$ cat src/rtl/keyed_wdt.sv
module keyed_wdt #(
  parameter int ADDR_W = 4,
  parameter int RV_W   = 12,
  parameter int FILL_W = 12,
  parameter logic [11:0] MODE_KEY = 12'hABC,
  parameter logic [11:0] CTRL_KEY = 12'h248,
  parameter logic [31:0] KICK_VAL = 32'h0000_1999
) (
  input  logic              clk,
  input  logic              rst_n,
  input  logic              wr_en,
  input  logic [ADDR_W-1:0] addr,
  input  logic [31:0]       wdata,
  output logic [31:0]       rdata,
  output logic              irq,
  output logic              rst_pulse
);
  localparam int CNT_W = RV_W + FILL_W;
  localparam int PRE_W = 12;

  logic              en_q, rsten_q, irqen_q, expired_q;
  logic [1:0]        wsel_q, psel_q;
  logic [RV_W-1:0]   rv_q;
  logic [CNT_W-1:0]  cnt_q;
  logic [PRE_W-1:0]  pre_q, div_m1;
  logic [4:0]        pulse_q;

  logic aligned, sel_mode, sel_ctrl, sel_kick, sel_stat;
  logic mode_ok, ctrl_ok, kick_hit, run, tick, hit_zero;

  assign aligned  = addr[1:0] == 2'b00;
  assign sel_mode = aligned && addr[ADDR_W-1:2] == 'd0;
  assign sel_ctrl = aligned && addr[ADDR_W-1:2] == 'd1;
  assign sel_kick = aligned && addr[ADDR_W-1:2] == 'd2;
  assign sel_stat = aligned && addr[ADDR_W-1:2] == 'd3;

  assign mode_ok  = wr_en && sel_mode && wdata[23:12] == MODE_KEY;
  assign ctrl_ok  = wr_en && sel_ctrl && wdata[25:14] == CTRL_KEY;
  assign kick_hit = wr_en && sel_kick && wdata == KICK_VAL;

  always_comb begin
    case (psel_q)
      2'd0:    div_m1 = 12'd7;
      2'd1:    div_m1 = 12'd63;
      2'd2:    div_m1 = 12'd511;
      default: div_m1 = 12'd4095;
    endcase
  end

  assign run      = en_q && !expired_q;
  assign tick     = run && pre_q >= div_m1;
  assign hit_zero = tick && cnt_q == CNT_W'(1);

  always_ff @(posedge clk or negedge rst_n) begin
    if (!rst_n) begin
      en_q    <= 1'b0;
      rsten_q <= 1'b0;
      irqen_q <= 1'b0;
      wsel_q  <= 2'd0;
    end else if (mode_ok) begin
      en_q    <= wdata[0];
      rsten_q <= wdata[1];
      irqen_q <= wdata[2];
      wsel_q  <= wdata[5:4];
    end
  end

  always_ff @(posedge clk or negedge rst_n) begin
    if (!rst_n) begin
      rv_q   <= '1;
      psel_q <= 2'd0;
    end else if (ctrl_ok) begin
      rv_q   <= wdata[RV_W+1:2];
      psel_q <= wdata[1:0];
    end
  end

  always_ff @(posedge clk or negedge rst_n) begin
    if (!rst_n) begin
      cnt_q     <= '1;
      pre_q     <= '0;
      expired_q <= 1'b0;
    end else if (kick_hit) begin
      cnt_q     <= {rv_q, {FILL_W{1'b1}}};
      pre_q     <= '0;
      expired_q <= 1'b0;
    end else if (run) begin
      if (tick) begin
        pre_q <= '0;
        cnt_q <= cnt_q - CNT_W'(1);
        if (hit_zero) expired_q <= 1'b1;
      end else begin
        pre_q <= pre_q + PRE_W'(1);
      end
    end
  end

  always_ff @(posedge clk or negedge rst_n) begin
    if (!rst_n)                  pulse_q <= '0;
    else if (hit_zero && rsten_q) pulse_q <= 5'd2 << wsel_q;
    else if (pulse_q != '0)      pulse_q <= pulse_q - 5'd1;
  end

  assign rst_pulse = pulse_q != '0;
  assign irq       = expired_q && irqen_q;

  always_comb begin
    rdata = '0;
    if (sel_mode)      rdata[5:0] = {wsel_q, 1'b0, irqen_q, rsten_q, en_q};
    else if (sel_ctrl) rdata[RV_W+1:0] = {rv_q, psel_q};
    else if (sel_stat) rdata[0] = expired_q;
  end

  AST_MODE_KEY_GUARD: assert property (@(posedge clk) disable iff (!rst_n)
    (wr_en && sel_mode && wdata[23:12] != MODE_KEY) |=> $stable({en_q, rsten_q, irqen_q, wsel_q}));
  AST_CTRL_KEY_GUARD: assert property (@(posedge clk) disable iff (!rst_n)
    (wr_en && sel_ctrl && wdata[25:14] != CTRL_KEY) |=> $stable({rv_q, psel_q}));
  AST_KICK_RELOAD: assert property (@(posedge clk) disable iff (!rst_n)
    kick_hit |=> (!expired_q && cnt_q == {$past(rv_q), {FILL_W{1'b1}}} && pre_q == '0));
  AST_BAD_KICK_IDLE: assert property (@(posedge clk) disable iff (!rst_n)
    (wr_en && sel_kick && wdata != KICK_VAL && !run) |=> ($stable(cnt_q) && $stable(expired_q)));
  AST_EXPIRY_AT_ZERO: assert property (@(posedge clk) disable iff (!rst_n)
    $rose(expired_q) |-> cnt_q == '0);
  AST_PULSE_FROM_EXPIRY: assert property (@(posedge clk) disable iff (!rst_n)
    $rose(rst_pulse) |-> expired_q);
  AST_PULSE_BOUNDED: assert property (@(posedge clk) disable iff (!rst_n)
    pulse_q <= 5'd16);
  AST_FROZEN_WHEN_OFF: assert property (@(posedge clk) disable iff (!rst_n)
    (!en_q && !kick_hit) |=> ($stable(cnt_q) && $stable(pre_q)));
  AST_STAYS_EXPIRED: assert property (@(posedge clk) disable iff (!rst_n)
    (expired_q && !kick_hit) |=> (expired_q && cnt_q == '0));
endmodule

$ cat config.mk
export PLATFORM = sky130hd
export DESIGN_NAME = keyed_wdt
export DESIGN_NICKNAME = d
export VERILOG_FILES = /design/src/rtl/keyed_wdt.sv
export SDC_FILE = /design/constraint.sdc
export NUM_CORES = 1
export LEC_CHECK = 0
export BUFFER_PORTS_ARGS = -buffer_cell sky130_fd_sc_hd__buf_2
export CORE_MARGIN = 5
export CORE_UTILIZATION = 50
export DETAILED_ROUTE_END_ITERATION = 16
export GPL_ROUTABILITY_DRIVEN = 0
export GPL_TIMING_DRIVEN = 0
export PLACE_DENSITY = 0.76
export SKIP_LAST_GASP = 1
export SYNTH_ARGS = -nofsm -noshare
export SYNTH_HDL_FRONTEND = slang
export SYNTH_SLANG_ARGS = --single-unit
$ cat constraint.sdc
create_clock -name clk -period 2.5 [get_ports clk]
set_input_delay 0.5 -clock clk [delete_from_list [all_inputs] [get_ports clk]]
set_output_delay 0.5 -clock clk [all_outputs]
set_load 0.005 [all_outputs]
==> results.json <==
{
  "synthTopCellsByArea": "dfstp_2 25%, dfrtp_1 17%, mux2_2 5.7%",
  "cp-end-kind": "register",
  "dr.first_iter.drc_count": 158,
  "cts_tree": "built",
  "clkTransAtPathRegs_ns": 0.08,
  "max_slew_margin": 0.335,
  "globalRouteOverflowTotal": 0,
  "synth-edff-count": 0,
  "irDropWorstVdd_mv": 0.421,
  "status": "finished, violations left",
  "grtUsageTotal": 0.217,
  "fmax_mhz": 376,
  "core_um2": 7290,
  "switching_power_mw": 0.491,
  "grt_pass1_wl_um": 15900,
  "synthArstFlopShare": 1.00,
  "start_util": 0.514,
  "worstRegToRegCells": 11,
  "r2r-start": "psel_q[1]$_DFFE_PN0P_",
  "cts_root_buf": "clkbuf_8",
  "skew_ns": 0.00870,
  "critPathMaxFanout": 8,
  "ys_seq_elements": 61,
  "cts_hold_buffers": 0,
  "avgSynthCellArea_um2": 9.54,
  "tightest_slew_ns": 0.988,
  "hold_viol_final": 0,
  "setup_viol": 9,
  "synth_top_area_share": 0.252,
  "p_int_mw": 1.73,
  "yosysWarnings": 0,
  "synth_cells": 393,
  "synth_ff_type": "dfstp_2",
  "worstPathArrival_ns": 2.85,
  "worstHoldPathType": "in2async",
  "yosys.cell_types.count": 53,
  "cp-start-kind": "register",
  "cap_violations": 0,
  "grt_max_degree": 62,
  "cts_sinks": 61,
  "ys_seq_area_frac": 0.419,
  "io_pins": 73,
  "period_share": 1.06,
  "criticalPathCategory": "reg2reg",
  "p_clk_frac": 0.506,
  "power_density_nw_per_um2": 473,
  "cts-htree-levels": 3,
  "numCtsBuffers": 9,
  "p_seq_frac": 0.447,
  "r2r_end": "pulse_q[3]$_DFFE_PN0P_",
  "fp.dieW_um": 96.6,
  "synth_area_um2": 3750,
  "drt_first_pass_iters": 5,
  "route.detailed.drc": 0,
  "leakagePower_nw": 2.01,
  "ant_nets": 0,
  "layout_commonest_cell": "buf_2",
  "antenna_found_initial": 0,
  "n_antenna_cell": 0,
  "cts_max_path_buffers": 2,
  "drt-total-wl_um": 9770,
  "num_rows": 31,
  "p_comb_frac": 0.048,
  "die_height_um": 96.6,
  "wire_per_inst_um": 16.6,
  "hpwl_um": 6590,
  "fin_crit_ns": 2.66,
  "whs_ns": 0.221,
  "synth_area_leader_cell": "dfstp_2",
  "vias": 3402,
  "final_cell_mix": "56 x buf_2, 37 x nor2_1, 36 x dfstp_2, 29 x nand2_1, 29 x buf_4",
  "failed_checks": "setup timing",
  "via_per_inst": 5.79,
  "drv_slew": 0,
  "insertion_delay_ns": 0.35,
  "grt_pass1_vias": 3369,
  "r2r_slack_ns": -0.16,
  "drive_gt1_frac": 0.376,
  "switching_share": 0.221,
  "setup_ws_ns": -0.160,
  "portBuffers": 54,
  "finalNetCount": 532,
  "cp.required_ns": 2.69,
  "die_area_um2": 9330,
  "dpl_worst_slack_ns": -0.474,
  "syn_to_final_growth_pct": 25.2,
  "grt_setup_unrepaired": "true"
}
==> cell usage after synthesis (2+ instances only) <==
master / instances
nand4_1: 8
xnor2_1: 7
clkbuf_1: 9
o2111ai_1: 6
a22oi_1: 3
buf_2: 4
a31oi_1: 7
nor2b_1: 4
or2_2: 2
mux2_2: 19
inv_1: 8
o31ai_1: 6
a21oi_1: 10
buf_4: 18
nand2b_1: 2
dfrtp_1: 25
nor2_1: 38
dfstp_2: 36
nor3b_1: 2
nor4_1: 5
and3_1: 10
nand3_1: 12
a22o_1: 3
nand2_1: 31
xor2_1: 17
o211ai_1: 6
ha_1: 9
buf_6: 2
and2_1: 4
or3_1: 14
or4_1: 4
nor4b_1: 4
o21ai_0: 20
nor4bb_1: 3
nor3_1: 16
a31o_2: 2
==> sequential cells by signal (all words and copies together), names as in the netlist <==
register and count:
pre_q 12, psel_q 2, wsel_q 2, en_q 1
pulse_q 5, rsten_q 1, cnt_q 24, rv_q 12
irqen_q 1, expired_q 1
==> cell families after synthesis <==
| group | count (synthesis) | share of synthesized area |
|---|---|---|
| buf+inv | 41 | 0.0644 |
| simple gates | 168 | 0.245 |
| other cells | 1 | 0.00100 |
| flops | 61 | 0.419 |
| compound gates | 69 | 0.125 |
| mux | 20 | 0.0598 |
| xor+xnor | 24 | 0.0561 |
| fa+ha+maj | 9 | 0.0301 |
==> worst max path at each step <==
stage / startpoint / endpoint / slack (ns) / cells past startpoint
after floorplan: psel_q[1]$_DFFE_PN0P_ / cnt_q[23]$_DFFE_PN1P_ / 0.06 / 10
after global placement: addr[1] / psel_q[0]$_DFFE_PN0P_ / -0.41 / 7
after detailed placement: addr[1] / psel_q[0]$_DFFE_PN0P_ / -0.47 / 7
after CTS: psel_q[1]$_DFFE_PN0P_ / cnt_q[23]$_DFFE_PN1P_ / -0.03 / 10
after global routing: psel_q[1]$_DFFE_PN0P_ / pulse_q[3]$_DFFE_PN0P_ / -0.26 / 11
final: psel_q[1]$_DFFE_PN0P_ / pulse_q[3]$_DFFE_PN0P_ / -0.16 / 11
==> what timing repair did <==
item / 4_1_cts / 5_1_grt
pin swaps: 4 / 4
setup endpoints to repair: 38 / 39
hold endpoints to repair: 0 / 0
resized for setup: 12 / 15
gates cloned: 1 / 0
setup buffers: 3 / 5
==> layout make-up <==
type / count / area, um2
Fill cell: 578 / 2600
Sequential cell: 61 / 1570
Clock buffer: 11 / 174
Clock inverter: 5 / 86.3
Multi-Input combinational cell: 308 / 2140
Tap cell: 99 / 124
Timing Repair Buffer: 63 / 338
Buffer: 33 / 224
Inverter: 8 / 30.0
==> layer usage <==
layer  up-vias  global-route usage  routed length [um]
met3        37              0.0294                 617
met2       152               0.356                4670
met4         0              0.0958                 298
met1      1640               0.288                4180
li1       1573                   -                   -
met5         -                   0                   0
==> critical path, cell delays in order (launching register included) <==
cell       delay, ns
dfrtp_1         0.38
buf_6           0.14
buf_4           0.14
buf_4           0.13
xor2_1          0.15
or3_4           0.41
nor3_4          0.27
buf_4           0.18
buf_4           0.11
o2111ai_2       0.24
nand3_1         0.23
o21ai_0         0.14
==> power by group through the flow <==
| stage | Sequential (mW) | Combinational (mW) | Clock [mW] |
|---|---|---|---|
| floorplan | 1.01 | 0.0405 | 0 |
| global placement | 1.01 | 0.101 | 0 |
| detailed placement | 1.01 | 0.102 | 0 |
| CTS | 0.991 | 0.103 | 1.13 |
| global route | 0.991 | 0.120 | 1.18 |
| finish | 0.991 | 0.106 | 1.12 |
==> per-stage QoR <==
stage / instances / power, mW / TNS [ns] / utilization / area [um2]
after floorplan: 410 / 1.05 / 0 / - / 3810
after global placement: 563 / 1.11 / -8.26 / 0.577 / 4210
after detailed placement: 563 / 1.11 / -9.95 / 0.577 / 4210
after CTS: 583 / 2.22 / -0.0358 / 0.624 / 4550
after global routing: 588 / 2.29 / -2.09 / 0.644 / 4690
final: 588 / 2.22 / -0.391 / 0.644 / 4690
Power figures use the tool's default switching activity.
